--- config.mk ---
export PLATFORM = sky130hd
export DESIGN_NAME = thread_select_unit
export DESIGN_NICKNAME = d
export VERILOG_FILES = /design/src/rtl/thrsel_pkg.sv /design/src/rtl/thrsel_rr_pick.sv /design/src/rtl/thrsel_wgt_pick.sv /design/src/rtl/thrsel_refill_ctr.sv /design/src/rtl/thread_select_unit.sv
export SDC_FILE = /design/constraint.sdc
export NUM_CORES = 1
export LEC_CHECK = 0
export BUFFER_PORTS_ARGS = -buffer_cell sky130_fd_sc_hd__buf_2
export CORE_ASPECT_RATIO = 0.6
export CORE_MARGIN = 2
export CORE_UTILIZATION = 52
export CTS_BUF_LIST = sky130_fd_sc_hd__clkbuf_8 sky130_fd_sc_hd__clkbuf_16
export DETAILED_ROUTE_END_ITERATION = 7
export PLACE_DENSITY = 0.77
export SLEW_MARGIN = 20
export SYNTH_ARGS = -nofsm -noshare
export SYNTH_HDL_FRONTEND = slang
export SYNTH_SLANG_ARGS = --single-unit
--- constraint.sdc ---
create_clock -name clk -period 5.4 [get_ports clk]
set_clock_uncertainty 0.05 [all_clocks]
set_input_delay 0.27 -clock clk [delete_from_list [all_inputs] [get_ports clk]]
set_output_delay 0.27 -clock clk [all_outputs]
set_load 0.005 [all_outputs]
--- src/rtl/thrsel_pkg.sv ---
package thrsel_pkg;

  typedef enum logic {
    MODE_FINE   = 1'b0,
    MODE_COARSE = 1'b1
  } sel_mode_e;

endpackage

--- src/rtl/thrsel_rr_pick.sv ---
// Rotating first-eligible search starting at a base index.
module thrsel_rr_pick #(
  parameter int NUM_THR = 4,
  parameter int TID_W   = 2
) (
  input  logic [NUM_THR-1:0] req_i,
  input  logic [TID_W-1:0]   base_i,
  output logic               hit_o,
  output logic [TID_W-1:0]   idx_o
);

  function automatic int wrap_idx(input int v);
    return v % NUM_THR;
  endfunction

  logic [TID_W-1:0] cand;

  always_comb begin
    hit_o = 1'b0;
    idx_o = base_i;
    cand  = base_i;
    for (int i = 0; i < NUM_THR; i++) begin
      cand = TID_W'(wrap_idx(int'(base_i) + i));
      if (!hit_o && req_i[cand]) begin
        hit_o = 1'b1;
        idx_o = cand;
      end
    end
  end

endmodule

--- src/rtl/thrsel_wgt_pick.sv ---
// Highest-weight search; ties resolved by rotation order from base.
module thrsel_wgt_pick #(
  parameter int NUM_THR = 4,
  parameter int TID_W   = 2,
  parameter int WGT_W   = 3
) (
  input  logic [NUM_THR-1:0]       req_i,
  input  logic [NUM_THR*WGT_W-1:0] weight_i,
  input  logic [TID_W-1:0]         base_i,
  output logic                     hit_o,
  output logic [TID_W-1:0]         idx_o
);

  function automatic int wrap_idx(input int v);
    return v % NUM_THR;
  endfunction

  logic [WGT_W-1:0] w_arr [NUM_THR];

  for (genvar g = 0; g < NUM_THR; g++) begin : g_unpack
    assign w_arr[g] = weight_i[g*WGT_W +: WGT_W];
  end

  logic [TID_W-1:0] cand;
  logic [WGT_W-1:0] best_w;

  always_comb begin
    hit_o  = 1'b0;
    idx_o  = base_i;
    cand   = base_i;
    best_w = '0;
    for (int i = 0; i < NUM_THR; i++) begin
      cand = TID_W'(wrap_idx(int'(base_i) + i));
      if (req_i[cand] && (!hit_o || (w_arr[cand] > best_w))) begin
        hit_o  = 1'b1;
        idx_o  = cand;
        best_w = w_arr[cand];
      end
    end
  end

endmodule

--- src/rtl/thrsel_refill_ctr.sv ---
// Counts refill bubbles after a thread switch.
module thrsel_refill_ctr #(
  parameter int REFILL_CYC = 3
) (
  input  logic clk,
  input  logic rst_n,
  input  logic load_i,
  output logic busy_o
);

  localparam int CNT_W = (REFILL_CYC > 0) ? $clog2(REFILL_CYC + 1) : 1;

  logic [CNT_W-1:0] cnt_q, cnt_d;
  logic             cnt_en;

  assign busy_o = (cnt_q != '0);

  always_comb begin
    cnt_en = 1'b0;
    cnt_d  = cnt_q;
    if (load_i) begin
      cnt_en = 1'b1;
      cnt_d  = CNT_W'(REFILL_CYC);
    end else if (busy_o) begin
      cnt_en = 1'b1;
      cnt_d  = cnt_q - 1'b1;
    end
  end

  always_ff @(posedge clk or negedge rst_n) begin
    if (!rst_n) begin
      cnt_q <= '0;
    end else if (cnt_en) begin
      cnt_q <= cnt_d;
    end
  end

endmodule

--- src/rtl/thread_select_unit.sv ---
module thread_select_unit
  import thrsel_pkg::*;
#(
  parameter int NUM_THR    = 4,
  parameter int WGT_W      = 3,
  parameter int REFILL_CYC = 3,
  localparam int TID_W     = (NUM_THR > 1) ? $clog2(NUM_THR) : 1
) (
  input  logic                     clk,
  input  logic                     rst_n,
  input  logic [NUM_THR-1:0]       thr_ready,
  input  logic [NUM_THR-1:0]       thr_long_stall,
  input  logic                     coarse_mode,
  input  logic                     pref_en,
  input  logic [TID_W-1:0]         pref_tid,
  input  logic [NUM_THR*WGT_W-1:0] thr_weight,
  output logic [TID_W-1:0]         sel_tid,
  output logic                     sel_valid,
  output logic                     flush_req
);

  function automatic int wrap_idx(input int v);
    return v % NUM_THR;
  endfunction

  // state
  logic [TID_W-1:0] tid_q, tid_d, ptr_q, ptr_d;
  logic             valid_q, valid_d, flush_q, flush_d;
  logic             tid_en, ptr_en, mode_en;
  sel_mode_e        mode_q, mode_d;

  // per-thread qualification
  logic [NUM_THR-1:0] elig, cur_oh, sw_cand;

  for (genvar g = 0; g < NUM_THR; g++) begin : g_thr
    assign elig[g]    = thr_ready[g] & ~thr_long_stall[g];
    assign cur_oh[g]  = (tid_q == TID_W'(g));
    assign sw_cand[g] = elig[g] & ~cur_oh[g];
  end

  logic pref_in_rng, pref_ok, pref_sw_ok;
  assign pref_in_rng = (int'(pref_tid) < NUM_THR);
  assign pref_ok     = pref_en && pref_in_rng && elig[pref_tid];
  assign pref_sw_ok  = pref_ok && (pref_tid != tid_q);

  // interleave search
  logic             rr_hit;
  logic [TID_W-1:0] rr_idx;

  thrsel_rr_pick #(
    .NUM_THR(NUM_THR),
    .TID_W  (TID_W)
  ) u_rr (
    .req_i (elig),
    .base_i(ptr_q),
    .hit_o (rr_hit),
    .idx_o (rr_idx)
  );

  // switch target search
  logic [TID_W-1:0] sw_base;
  logic             wg_hit;
  logic [TID_W-1:0] wg_idx;

  assign sw_base = TID_W'(wrap_idx(int'(tid_q) + 1));

  thrsel_wgt_pick #(
    .NUM_THR(NUM_THR),
    .TID_W  (TID_W),
    .WGT_W  (WGT_W)
  ) u_wgt (
    .req_i   (sw_cand),
    .weight_i(thr_weight),
    .base_i  (sw_base),
    .hit_o   (wg_hit),
    .idx_o   (wg_idx)
  );

  // refill bubbles
  logic sw_load, refill_busy;

  thrsel_refill_ctr #(
    .REFILL_CYC(REFILL_CYC)
  ) u_refill (
    .clk   (clk),
    .rst_n (rst_n),
    .load_i(sw_load),
    .busy_o(refill_busy)
  );

  // next-state
  always_comb begin
    tid_en  = 1'b0;
    tid_d   = tid_q;
    ptr_en  = 1'b0;
    ptr_d   = ptr_q;
    valid_d = 1'b0;
    flush_d = 1'b0;
    sw_load = 1'b0;

    if (refill_busy) begin
      valid_d = 1'b0;
    end else if (mode_q == MODE_FINE) begin
      if (pref_ok) begin
        tid_en  = 1'b1;
        tid_d   = pref_tid;
        valid_d = 1'b1;
      end else if (rr_hit) begin
        tid_en  = 1'b1;
        tid_d   = rr_idx;
        valid_d = 1'b1;
        ptr_en  = 1'b1;
        ptr_d   = TID_W'(wrap_idx(int'(rr_idx) + 1));
      end
    end else begin
      if (thr_long_stall[tid_q]) begin
        if (pref_sw_ok) begin
          tid_en  = 1'b1;
          tid_d   = pref_tid;
          flush_d = 1'b1;
          sw_load = 1'b1;
        end else if (wg_hit) begin
          tid_en  = 1'b1;
          tid_d   = wg_idx;
          flush_d = 1'b1;
          sw_load = 1'b1;
        end
      end else begin
        valid_d = thr_ready[tid_q];
      end
    end
  end

  assign mode_en = !refill_busy && !sw_load;
  assign mode_d  = coarse_mode ? MODE_COARSE : MODE_FINE;

  // registers
  always_ff @(posedge clk or negedge rst_n) begin
    if (!rst_n) begin
      tid_q   <= '0;
      ptr_q   <= '0;
      valid_q <= 1'b0;
      flush_q <= 1'b0;
      mode_q  <= MODE_FINE;
    end else begin
      valid_q <= valid_d;
      flush_q <= flush_d;
      if (tid_en)  tid_q  <= tid_d;
      if (ptr_en)  ptr_q  <= ptr_d;
      if (mode_en) mode_q <= mode_d;
    end
  end

  assign sel_tid   = tid_q;
  assign sel_valid = valid_q;
  assign flush_req = flush_q;

endmodule

# Word level (Yosys, flattened, before mapping)
# Index checks and enable logic that the tools add are counted.
# classes
n_addsub	9
multipliers	0
div_mod_pow	0
magnitude_cmp	17
n_eq_ne	6
shifts	0
n_mux	77
bitwise	23
n_reduce_logical	27
# op_table
operator	n
$mux W1	37
$mux W3	11
$lt A2 B3 Y1 const B	10
$mux W2	14
$bmux W3 S2	4
$bmux W1 S2	11
$ge A3 B3 Y1 const B	4
$not A2 Y3	4
$not A1 Y1	11
$reduce_and A5 Y1	2
$gt A3 B3 Y1	3
$logic_and A1 B1 Y1	9
$add A2 B1 Y2 const B	4
$add A2 B2 Y2 const B	4
$and A1 B1 Y1	8
$logic_not A1 Y1	8
$eq A2 B2 Y1 const B	2
$reduce_bool A2 Y1	2
$logic_or A1 B1 Y1	3
$ne A3 B1 Y1 const B	1
$reduce_bool A3 Y1	1
$eq A2 B1 Y1 const B	1
$logic_not A2 Y1	1
$ne A2 B1 Y1 const B	1
other kinds (3)	3
# word_totals
regBits	9
latchBits	0
ramBits	0
rom_bits	0
output_inout_bits	4
mem_count	0

# Depth between registers and ports, before layout
# Gate-level depths: netlist of run 1.
# depth
depth_word	25
depth_mapped	31
depth_no_buf	28

# Hierarchy
# A second synthesis of run 1 with hierarchy kept.
# unflattened
hier_cells	202
area_unflattened_um2	1679.1
# modules_own_cells
mod	n_inst	cells_per_inst	area_per_inst_um2	seq_area_each_um2
thrsel_wgt_pick	1	111	843.3	0.0
thread_select_unit	1	64	629.4	175.2
thrsel_refill_ctr	1	11	110.1	50.0
thrsel_rr_pick	1	16	96.3	0.0

# Worst setup path before layout of run 1
# OpenSTA, ideal clock, no wires.
# synth_timing
kind	register to register
start	register tid_q[0], in the netlist sel_tid[0]
end	register tid_q[1], in the netlist sel_tid[1]
setup_time_ps	87
arrival_ps	5573
required_time_ps	5263
path_slack_ps	-310
path_stages_with_launch	28
path_buffers	3
period_less_slack_ps	5710
cell_sequence	dfrtp_1 > buf_4 > inv_2 > ha_1 > buf_6 > buf_2 > mux4_2 > ha_1 > nor2b_1 > o21ai_0 > a32oi_1 > o21ai_2 > mux2_2 > ha_1 > nor2b_1 > o21ai_0 > a32oi_1 > o21ai_2 > nor2_1 > a21o_1 > ha_1 > nor2b_1 > o21ai_0 > a32oi_1 > or3_1 > a221oi_2 > o31ai_1 > a22oi_1
# synth_between
elab_chain_len	24
# synth_lines
item	line	source
start, declared	thread_select_unit.sv:27	logic [TID_W-1:0] tid_q, tid_d, ptr_q, ptr_d;
start signal, assigned	thread_select_unit.sv:148	if (tid_en) tid_q <= tid_d;
$add A2 B1 Y2 (tied with other cells)	thread_select_unit.sv:65	assign sw_base = TID_W'(wrap_idx(int'(tid_q) + 1));
$add A2 B1 Y2 (tied with other cells)	thrsel_wgt_pick.sv:33	cand = TID_W'(wrap_idx(int'(base_i) + i));
$not A2 Y3 (not written as such) (tied with other cells)	thrsel_wgt_pick.sv:34, thrsel_wgt_pick.sv:37	
$bmux W3 S2 (tied with other cells)	thrsel_wgt_pick.sv:34, thrsel_wgt_pick.sv:37	
$mux W3 (not written as such) (tied with other cells) (2 in a row)	thrsel_wgt_pick.sv:34, thrsel_wgt_pick.sv:37	
$gt A3 B3 Y1 / $logic_not A1 Y1 (equally long branches)	thrsel_wgt_pick.sv:34	if (req_i[cand] && (!hit_o || (w_arr[cand] > best_w))) begin
$logic_or A1 B1 Y1	thrsel_wgt_pick.sv:34	
$logic_and A1 B1 Y1	thrsel_wgt_pick.sv:34	
[7 not listed]	n/a	
$logic_and A1 B1 Y1	thrsel_wgt_pick.sv:34	
$mux W1	thrsel_wgt_pick.sv:34	
$mux W1	thread_select_unit.sv:122	end else if (wg_hit) begin
$mux W1	thread_select_unit.sv:117	if (pref_sw_ok) begin
$mux W1	thread_select_unit.sv:116	if (thr_long_stall[tid_q]) begin
$mux W1	thread_select_unit.sv:103	end else if (mode_q == MODE_FINE) begin
$mux W1	thread_select_unit.sv:101	if (refill_busy) begin
$reduce_and A5 Y1 (no line)	n/a	
# Parallel ways exist; a longest one is shown, timed or not. The select of a mux whose other input is x is not followed.
# A chain may end at the register's enable or synchronous reset.

# Worst setup path after layout of run 1
# Ends and elaborated chain as after synthesis.

==> results of run 1 <==
cells by family after synthesis:
logic type      count (synthesis)  synth area share, %
fa+ha+maj                      14                 10.1
mux                            27                 24.9
buf+inv                        22                 5.78
simple gates                   58                 21.8
flops                           9                 13.0
compound gates                 55                 22.9
xor+xnor                        3                 1.52
layout make-up:
class | instances | area, um2
Timing Repair Buffer | 53 | 343
Inverter | 14 | 55.1
Tap cell | 45 | 56.3
Multi-Input combinational cell | 157 | 1580
Clock buffer | 3 | 41.3
Fill cell | 226 | 921
Sequential cell | 9 | 226
Clock inverter | 1 | 3.75
worst register-to-register path, stage by stage (launching register included):
cell	delay (ns)
dfrtp_2	0.43
inv_4	0.06
ha_4	0.16
or4bb_4	0.54
a21oi_4	0.20
a21oi_2	0.08
a21o_1	0.21
ha_4	0.29
nor2b_4	0.13
o21ai_2	0.06
a32oi_2	0.21
o21ai_2	0.13
mux2_4	0.33
ha_4	0.22
nor2b_4	0.12
o21ai_1	0.16
a32oi_1	0.10
o21ai_2	0.24
and2b_1	0.21
a31oi_1	0.16
ha_2	0.19
nor2b_1	0.04
o21ai_1	0.14
a32oi_2	0.10
or3_4	0.40
a221oi_2	0.25
o31ai_1	0.10
a22oi_1	0.15
cell usage in the layout (no fill, tap or decap), drive strengths merged, types with 2 or more instances in the layout:
cell type and count:
inv 15, nor2b 5, xnor2 3, o211ai 2, dfrtp 9, nor3b 5, nor2 12, nand2b 3
nand3 6, a21oi 13, and2b 2, o21ai 12, or3 2, a211o 2, a31oi 3, and2 2
mux4 11, o31ai 2, clkbuf 3, a21o 5, buf 52, ha 14, nand3b 2, mux2 10
nand2 7, nor4b 2, mux2i 6, a32oi 4
repair_timing:
action | 4_1_cts | 5_1_grt
pin swaps | 19 | 21
endpoints found under the hold margin | 9 | 0
buffers inserted | 4 | 5
endpoints found under the setup margin | 2 | 2
resized for setup | 18 | 15
hold buffers | 1 | 0
sequential cells by signal, summed over array words and instances (netlist names):
name	count
flush_req	1
mode_q	1
ptr_q	2
sel_tid	2
sel_valid	1
u_refill.cnt_q	2
power by group through the flow:
stage	Clock (mW)	Combinational, mW	Sequential [mW]
after floorplan	0	0.930	0.126
after global placement	0	1.18	0.132
after detailed placement	0	1.20	0.135
after CTS	0.0827	1.40	0.137
after global routing	0.0875	1.73	0.145
final	0.0802	1.60	0.138
through the flow:
| stage | cells | TNS (ns) | setup WS (ns) |
|---|---|---|---|
| final | 282 | -0.288 | -0.146 |
| after CTS | 277 | -0.0170 | -0.0170 |
| after floorplan | 188 | -0.105 | -0.105 |
| after global placement | 268 | -0.00784 | -0.00784 |
| after global routing | 282 | -0.838 | -0.458 |
| after detailed placement | 268 | -0.273 | -0.162 |
layer usage:
layer / vias up / part of all wire, %
met2: 113 / 42
li1: 836 / -
met1: 832 / 45
met5: - / 0
met4: 0 / 1.1
met3: 9 / 12
worst paths after layout:
check | slack [ns] | from | cells past startpoint | endpoint
setup / recovery | -0.15 | sel_tid[0]$_DFFE_PN0P_ | 27 | sel_tid[1]$_DFFE_PN0P_
hold / removal | 0.21 | coarse_mode | 2 | mode_q$_DFFE_PN0P_
setup reg to reg | -0.15 | sel_tid[0]$_DFFE_PN0P_ | 27 | sel_tid[1]$_DFFE_PN0P_
hold reg to reg | 0.48 | u_refill.cnt_q[1]$_DFFE_PN0N_ | 2 | u_refill.cnt_q[1]$_DFFE_PN0N_
max in group asynchronous | 4.73 | rst_n | 2 | sel_tid[0]$_DFFE_PN0P_
min in group asynchronous | 0.36 | rst_n | 2 | u_refill.cnt_q[1]$_DFFE_PN0N_
synth_stat cells (2+ instances only):
cell and number:
ha_1 14, inv_1 13, a21oi_1 12, nor2_1 11, dfrtp_1 9, mux2_2 9, mux4_2 8, o21ai_0 7
mux2i_1 6, nand2_1 6, a21o_1 5, buf_2 5, nand3_1 5, nor2b_1 5, a32oi_1 4, mux4_1 3
nand2b_1 3, nor3b_1 3, o21ai_1 3, xnor2_1 3, a211o_1 2, a31oi_1 2, and2_1 2, and2b_1 2
nand3b_1 2, nor4b_1 2, o211ai_1 2, o21ai_2 2, o31ai_1 2, or3_1 2
==> impl_metrics.env, run 1 <==
export IMPL_slew_viol_final=0
export IMPL_root_buffer="clkbuf_8"
export IMPL_hpwl_um=3500
export IMPL_syn_inst=188
export IMPL_yosys_top_cells_area="dfrtp_1, mux4_2, ha_1, mux2_2, mux4_1"
export IMPL_critPathKind="reg -> reg"
export IMPL_synthArstFlopShare_pct=100
export IMPL_syn_avg_cell_area_um2=9.22
export IMPL_routed_via_density=6.35
export IMPL_routed_wl_um=4990
export IMPL_synth_top_cell_by_area="dfrtp_1"
export IMPL_synth_flop_cell="dfrtp_1"
export IMPL_synth_top_area_share_pct=13.0
export IMPL_clock_power_share_pct=4.4
export IMPL_synthToLayoutAreaGrowth_pct=32.9
export IMPL_violations="setup timing"
export IMPL_switching_share_pct=46.6
export IMPL_die_area_um2=3830
export IMPL_cts_sinks=9
export IMPL_run_status="finished with violations"
export IMPL_grt_util_met1_pct=40.5
export IMPL_core_um2=3220
export IMPL_setup_ws_ns=-0.146
export IMPL_track_usage_pct=26.2
export IMPL_clock_tree_htree_level_count=1
export IMPL_vias=1790
export IMPL_overflow=0
export IMPL_drc=0
export IMPL_syn_area_um2=1730
export IMPL_fmax_mhz=180
export IMPL_combPwrFrac_pct=88.0
export IMPL_antenna_found_initial=0
export IMPL_crit_path_max_incr_delay_ns=0.54
export IMPL_finalSetupViolCount=2
export IMPL_antennaDiodeCount=0
export IMPL_worst_pin_slew_ns=0.759
export IMPL_rows=16
export IMPL_p_total_mw=1.82
export IMPL_wl_per_cell_um=17.7
export IMPL_fin_crit_sh_pct=103
export IMPL_dieHeight_um=48.7
export IMPL_stdcell_area_um2=2300
export IMPL_p_leak_nw=0.991
export IMPL_met2_usage_pct=36.2
export IMPL_whs_ns=0.208
export IMPL_grt_pass1_wl_um=7960
export IMPL_start_util_pct=53.8
export IMPL_cp_end_kind="flop"
export IMPL_port_buffer_count=29
export IMPL_ys_ff_latch=9
export IMPL_use_met3_pct=5.60
export IMPL_first_global_vias=1650
export IMPL_place_congestion=0.870
export IMPL_syn_nets=228
export IMPL_cpLargestDelayFamily="compound AO/OA/AOI/OAI gates"
export IMPL_cellPowerDensity_nw_per_um2=790
export IMPL_peakVddDrop_mv=0.405
export IMPL_ys_seq_area_share_pct=13.0
export IMPL_hold_viol_final=0
export IMPL_clock_latency_ns=0.24
export IMPL_maxSlewHeadroom_pct=49.0
export IMPL_io_pins=30
export IMPL_place_area_um2=2010
export IMPL_die_w_um=78.5
export IMPL_path_max_fanout=5
export IMPL_yosysWarningCount=0
export IMPL_synth_edf_count=0
export IMPL_maxCapViolCount=0
export IMPL_slowest_stage="or4bb_4"
export IMPL_clock_path_buffers=2
export IMPL_final_core_util_pct=71.4
export IMPL_period_needed_ns=5.55
export IMPL_crit_buf_inv=1
export IMPL_layout_drive_gt1_share_pct=48.1
export IMPL_synth_cell_types=64
export IMPL_ant_nets=0
export IMPL_crit_arrival_ns=5.65
export IMPL_cts_tree="done"
export IMPL_grt_max_degree=17
export IMPL_clk_pin_slew_ns=0.05
export IMPL_p_sw_mw=0.847
export IMPL_dr_pass1_iters=6
export IMPL_top_usage_layer="met1"
export IMPL_internal_power_mw=0.972
export IMPL_critPathRequiredTime_ns=5.50
export IMPL_worstHoldPathType="in -> reg"
export IMPL_cts_made_buffers=3
export IMPL_rsz0062_at_grt="yes"
export IMPL_drtIter0Drc=226
export IMPL_layout_nets=278
export IMPL_start_kind="flop"
export IMPL_pwr_share_seq_pct=7.6
Note: power is estimated with default switching activity, not from simulation.
==> run 2, diff against run 1 <==
--- a/config.mk
+++ b/config.mk
@@ -8,11 +8,12 @@
 export BUFFER_PORTS_ARGS = -buffer_cell sky130_fd_sc_hd__buf_2
 export CORE_ASPECT_RATIO = 0.6
 export CORE_MARGIN = 2
-export CORE_UTILIZATION = 52
+export CORE_UTILIZATION = 51
 export CTS_BUF_LIST = sky130_fd_sc_hd__clkbuf_8 sky130_fd_sc_hd__clkbuf_16
 export DETAILED_ROUTE_END_ITERATION = 7
-export PLACE_DENSITY = 0.77
+export PLACE_DENSITY = 0.76
 export SLEW_MARGIN = 20
 export SYNTH_ARGS = -nofsm -noshare
 export SYNTH_HDL_FRONTEND = slang
+export SYNTH_HIERARCHICAL = 1
 export SYNTH_SLANG_ARGS = --single-unit
==> impl_metrics.env, run 2 <==
export IMPL_place_congestion=0.872
export IMPL_layout_drive_gt1_share_pct=53.8
export IMPL_core_um2=3200
export IMPL_grt_pass1_wl_um=8810
export IMPL_synthXorXnorAreaFrac_pct=2.61
export IMPL_start_util_pct=52.4
export IMPL_dieHeight_um=48.4
export IMPL_cts_sinks=9
export IMPL_synthAdderAreaFrac_pct=10.4
export IMPL_worstHoldPathType="in -> reg"
export IMPL_rsz0062_at_grt="yes"
export IMPL_worst_pin_slew_ns=0.597
export IMPL_final_cell_mix="buf_4, buf_2, inv_1"
export IMPL_synth_edf_count=0
export IMPL_cts_tree="done"
export IMPL_synth_flop_cell="dfrtp_1"
export IMPL_drtIter0Drc=294
export IMPL_first_global_vias=1839
export IMPL_syn_nets=242
export IMPL_final_common_cell="buf_4"
export IMPL_yosys_top_cells_area="dfrtp_1, ha_1, mux2i_1, mux2_1, nor2_1"
export IMPL_port_buffer_count=29
export IMPL_nFillCells=166
export IMPL_reg2reg_slack_ns=-0.55
export IMPL_syn_inst=202
export IMPL_syn_area_um2=1680
export IMPL_synth_top_family_by_area="compound AO/OA/AOI/OAI gates"
export IMPL_antennaDiodeCount=0
export IMPL_setup_ws_ns=-0.551
export IMPL_antenna_found_initial=0
export IMPL_crit_path_max_incr_delay_ns=0.42
export IMPL_cpMostUsedCell="ha_1"
export IMPL_fin_crit_sh_pct=110
export IMPL_vias=2142
export IMPL_ys_ff_latch=9
export IMPL_synth_simple_area_share_pct=22.4
export IMPL_routed_wl_um=7040
export IMPL_synth_top_cell_by_area="dfrtp_1"
export IMPL_maxCapViolCount=0
export IMPL_wl_per_cell_um=20.9
export IMPL_overflow=0
export IMPL_ys_seq_area_share_pct=13.4
export IMPL_yosysWarningCount=6
export IMPL_period_needed_ns=5.95
export IMPL_critPathKind="reg -> reg"
export IMPL_final_core_util_pct=81.2
export IMPL_clock_path_buffers=2
export IMPL_die_w_um=78.1
export IMPL_cts_made_buffers=3
export IMPL_synth_cell_types=57
export IMPL_slowest_stage="dfrtp_2"
export IMPL_synthMuxAreaShare_pct=22.0
export IMPL_fmax_mhz=168
export IMPL_hpwl_um=3540
export IMPL_synthToLayoutAreaGrowth_pct=54.9
export IMPL_clock_tree_htree_level_count=1
export IMPL_synth_compound_area_share_pct=22.8
export IMPL_crit_arrival_ns=6.02
export IMPL_multiInputGateArea_um2=1570
export IMPL_cpLargestDelayFamily="compound AO/OA/AOI/OAI gates"
export IMPL_clk_pin_slew_ns=0.05
export IMPL_grt_max_degree=18
export IMPL_critPathRequiredTime_ns=5.47
export IMPL_maxSlewHeadroom_pct=60.1
export IMPL_start_kind="flop"
export IMPL_ff_latch_area_um2=228
export IMPL_yosysMostFrequentCell="nor2_1"
export IMPL_hold_viol_final=0
export IMPL_rows=16
export IMPL_slew_viol_final=0
export IMPL_routed_via_density=6.36
export IMPL_finalSetupViolCount=2
export IMPL_die_area_um2=3780
export IMPL_synthTopCellsByCount="nor2_1, inv_1, ha_1, nand2_1, mux2i_1"
export IMPL_crit_buf_inv=4
export IMPL_violations="setup timing"
export IMPL_cp_end_kind="flop"
export IMPL_clock_latency_ns=0.24
export IMPL_track_usage_pct=29.6
export IMPL_synth_top_area_share_pct=13.4
export IMPL_ant_nets=0
export IMPL_drc=0
export IMPL_path_max_fanout=8
export IMPL_run_status="finished with violations"
export IMPL_dr_pass1_iters=5
export IMPL_syn_avg_cell_area_um2=8.31
export IMPL_root_buffer="clkbuf_8"
export IMPL_io_pins=30
export IMPL_synthArstFlopShare_pct=100
export IMPL_layout_nets=333
[run 2: cell count changes after synthesis, moves of 5 or more]
cell     previous run  this run
mux2_1              1         9
nor2_1             11        19
mux4_2              8         1
mux2_2              9         3
mux2i_1             6        12
nand2_1             6        14
nor2b_1             5        10
a21oi_1            12         5
[run 2: cells by family (layout without fill, tap and decap cells)]
kind of cell | count (synthesis) | after routing
buffers and inverters | 24 | 114
xor gates and xnor gates | 5 | 5
and+or+nand+nor | 71 | 71
muxes | 30 | 30
adders and majority gates | 14 | 14
DFF | 9 | 9
AOI/OAI and AO/OA | 49 | 49
[run 2: tightest hold or removal path: cells and delay by family]
family                 cells  cell delay (ns)
multiplexers               1             0.05
buffers and inverters      1             0.08
AO/OA/AOI/OAI              1             0.07
[run 2: cell type report]
type	instances	share of cell area, %
sequential	9	8.75
multi-input combinational	169	60.4
tap	45	2.16
clock buffer	3	1.59
inverter	18	2.69
timing repair buffer	92	24.3
clock inverter	1	0.144
[run 2: what timing repair did]
item | in CTS | in global routing
hold buffers | 1 | 0
pin swaps | 10 | 20
resized for setup | 18 | 32
hold endpoints to repair | 9 | 0
setup buffers | 16 | 8
setup endpoints to repair | 2 | 2
[run 2: through the flow]
| step | area (um2) | instances | worst slack, ns | setup TNS, ns | hold slack (ns) |
|---|---|---|---|---|---|
| after floorplan | 1720 | 202 | -0.114 | -0.114 | -0.0756 |
| after global placement | 2160 | 308 | -0.349 | -0.547 | 0.0786 |
| after detailed placement | 2160 | 308 | -0.533 | -0.898 | 0.0808 |
| final | 2600 | 337 | -0.551 | -1.03 | 0.231 |
| after global routing | 2600 | 337 | -0.614 | -1.22 | 0.226 |
| after CTS | 2390 | 329 | -0.222 | -0.294 | 0.232 |
[run 2: worst paths after layout]
check / start / to / cells past startpoint
worst max-delay path: sel_tid[1]$_DFFE_PN0P_ / sel_tid[1]$_DFFE_PN0P_ / 25
worst min-delay path: coarse_mode / mode_q$_DFFE_PN0P_ / 3
worst max register to register: sel_tid[1]$_DFFE_PN0P_ / sel_tid[1]$_DFFE_PN0P_ / 25
worst min register to register: u_refill/cnt_q[1]$_DFFE_PN0P_ / u_refill/cnt_q[1]$_DFFE_PN0P_ / 2
max in group asynchronous: rst_n / sel_tid[0]$_DFFE_PN0P_ / 2
min in group asynchronous: rst_n / ptr_q[0]$_DFFE_PN0P_ / 2
[run 2: metal layers]
| metal | global-route usage (%) | wire, um | up-vias |
|---|---|---|---|
| met4 | 8.48 | 426 | 0 |
| li1 | - | - | 910 |
| met5 | 0 | 0 | - |
| met2 | 46.8 | 3060 | 182 |
| met1 | 42.0 | 2820 | 999 |
| met3 | 4.66 | 739 | 51 |
Power of run 2 is not shown: default switching activity piles up to over one toggle a cycle in this logic, so the estimate is an artifact.
==> run 3, diff against run 2 <==
--- a/config.mk
+++ b/config.mk
@@ -7,10 +7,11 @@
 export LEC_CHECK = 0
 export BUFFER_PORTS_ARGS = -buffer_cell sky130_fd_sc_hd__buf_2
 export CORE_ASPECT_RATIO = 0.6
-export CORE_MARGIN = 2
+export CORE_MARGIN = 8
 export CORE_UTILIZATION = 51
 export CTS_BUF_LIST = sky130_fd_sc_hd__clkbuf_8 sky130_fd_sc_hd__clkbuf_16
 export DETAILED_ROUTE_END_ITERATION = 7
+export MAX_ROUTING_LAYER = met4
 export PLACE_DENSITY = 0.76
 export SLEW_MARGIN = 20
 export SYNTH_ARGS = -nofsm -noshare
==> impl_metrics.env, run 3 (synthesized netlist as in run 2, its figures left out) <==
export IMPL_run_status="finished with violations"
export IMPL_violations="setup timing"
export IMPL_place_congestion=0.896
export IMPL_cellPowerDensity_nw_per_um2=803
export IMPL_stdcell_area_um2=2400
export IMPL_pwr_share_seq_pct=6.9
export IMPL_clk_pin_slew_ns=0.04
export IMPL_r2r_start="sel_tid[0]$_DFFE_PN0P_"
export IMPL_critPathRequiredTime_ns=5.46
export IMPL_clock_latency_ns=0.23
export IMPL_core_um2=3200
export IMPL_p_leak_nw=1.15
export IMPL_routed_wl_um=5030
export IMPL_slowest_stage="dfrtp_2"
export IMPL_place_inst=303
export IMPL_combPwrFrac_pct=89.2
export IMPL_place_area_um2=2120
export IMPL_rows=16
export IMPL_antenna_found_initial=0
export IMPL_cts_tree="done"
export IMPL_peakVddDrop_mv=0.757
export IMPL_fmax_mhz=175
export IMPL_worstHoldPathType="in -> reg"
export IMPL_fin_crit_sh_pct=106
export IMPL_wl_per_cell_um=15.5
export IMPL_synthToLayoutAreaGrowth_pct=42.8
export IMPL_track_usage_pct=17.4
export IMPL_maxSlewHeadroom_pct=63.5
export IMPL_internal_power_mw=1.05
export IMPL_slew_viol_final=0
export IMPL_cts_sinks=9
export IMPL_root_buffer="clkbuf_8"
export IMPL_hold_viol_final=0
export IMPL_final_common_cell="buf_4"
export IMPL_timing_rr_end="sel_tid[1]$_DFFE_PN0P_"
export IMPL_hold_end="mode_q$_DFFE_PN0P_"
export IMPL_dp_slack_ns=-0.378
export IMPL_layout_drive_gt1_share_pct=44.1
export IMPL_finalSetupViolCount=2
export IMPL_ant_nets=0
export IMPL_io_pins=30
export IMPL_routed_via_density=5.54
export IMPL_cp_end_kind="flop"
export IMPL_drtIter0Drc=124
export IMPL_period_needed_ns=5.72
export IMPL_path_max_fanout=6
export IMPL_hpwl_um=3580
export IMPL_reg2reg_slack_ns=-0.32
export IMPL_overflow=0
export IMPL_dieHeight_um=60.4
export IMPL_port_buffer_count=29
export IMPL_cts_made_buffers=3
export IMPL_clock_power_share_pct=3.9
export IMPL_switching_share_pct=45.4
export IMPL_final_cells=324
export IMPL_die_area_um2=5440
export IMPL_layout_nets=320
export IMPL_start_kind="flop"
export IMPL_crit_path_max_incr_delay_ns=0.43
export IMPL_rr_worst_depth=29
export IMPL_setup_ws_ns=-0.321
export IMPL_cpMostUsedCell="ha_4"
export IMPL_vias=1796
export IMPL_clock_tree_htree_level_count=1
export IMPL_clock_path_buffers=2
export IMPL_die_w_um=90.1
export IMPL_p_sw_mw=0.873
export IMPL_maxCapViolCount=0
export IMPL_final_cell_mix="buf_4, buf_2, nor2_1"
export IMPL_drc=0
export IMPL_crit_arrival_ns=5.79
export IMPL_grt_max_degree=19
export IMPL_holdCritStartpoint="coarse_mode"
export IMPL_critPathKind="reg -> reg"
export IMPL_antennaDiodeCount=0
export IMPL_dr_pass1_iters=4
export IMPL_worst_pin_slew_ns=0.541
export IMPL_first_global_vias=1685
export IMPL_start_util_pct=52.4
export IMPL_grt_pass1_wl_um=7780
export IMPL_rsz0062_at_grt="yes"
export IMPL_worstHoldPathCells=3
==> run 3: per-layer routing <==
layer | GRT usage (%) | up-vias | wire [um]
met4 | 2.58 | 0 | 4
met1 | 25.3 | 838 | 2520
li1 | - | 880 | -
met2 | 24.0 | 76 | 2080
met3 | 3.83 | 2 | 427
met5 | - | - | 0
==> run 3: power groups by stage <==
stage                     sequential (mW)  combinational (mW)  clock (mW)
after floorplan                     0.136               0.974           0
after global placement              0.134                1.32           0
after detailed placement            0.135                1.33           0
after CTS                           0.128                1.51      0.0780
after global routing                0.137                1.86      0.0811
final                               0.132                1.72      0.0758
==> run 3: stage by stage <==
stage	utilization (%)	hold WS (ns)	setup TNS [ns]	power, mW
6_report	74.8	0.230	-0.517	1.92
5_1_grt	74.8	0.252	-1.03	2.08
4_1_cts	71.5	0.230	-0.416	1.71
3_5_place_dp	66.1	0.0821	-0.623	1.47
3_3_place_gp	66.1	0.0808	-0.395	1.45
2_1_floorplan	-	-0.0756	-0.114	1.11
==> run 3: final cells by class <==
cell class              instances  area, um2
multi-input cells             169       1470
inverters                      18       70.1
well taps                      45       56.3
fillers                       222        806
clock buffers                   3       41.3
repair buffers                 79        527
clock inverters                 1       3.75
flip-flops and latches          9        228
==> run 3: worst max-delay path by stage <==
stage	slack, ns	from	end	depth (start not counted)
6_report	-0.32	sel_tid[0]$_DFFE_PN0P_	sel_tid[1]$_DFFE_PN0P_	29
5_1_grt	-0.59	sel_tid[0]$_DFFE_PN0P_	sel_tid[1]$_DFFE_PN0P_	29
4_1_cts	-0.30	sel_tid[0]$_DFFE_PN0P_	sel_tid[1]$_DFFE_PN0P_	28
3_5_place_dp	-0.38	sel_tid[0]$_DFFE_PN0P_	sel_tid[1]$_DFFE_PN0P_	26
3_3_place_gp	-0.27	sel_tid[0]$_DFFE_PN0P_	sel_tid[1]$_DFFE_PN0P_	28
2_1_floorplan	-0.11	sel_tid[1]$_DFFE_PN0P_	sel_tid[1]$_DFFE_PN0P_	29
==> run 3: repair_timing <==
item / CTS / global route
hold endpoints to repair: 9 / 0
pin swaps: 12 / 9
cloned: 0 / 0
resized for setup: 7 / 12
setup endpoints to repair: 2 / 2
buffers inserted: 13 / 4
hold buffers: 1 / 0
==> run 3: worst max-delay path, delay by kind of cell (launching register included) <==
family | cells | cell delay, ns
AO/OA/AOI/OAI | 12 | 2.00
adder cells (fa/ha/maj) | 4 | 1.05
multiplexers | 4 | 0.99
buffers and inverters | 5 | 0.55
AND/OR/NAND/NOR | 4 | 0.53
flip-flops | 1 | 0.43
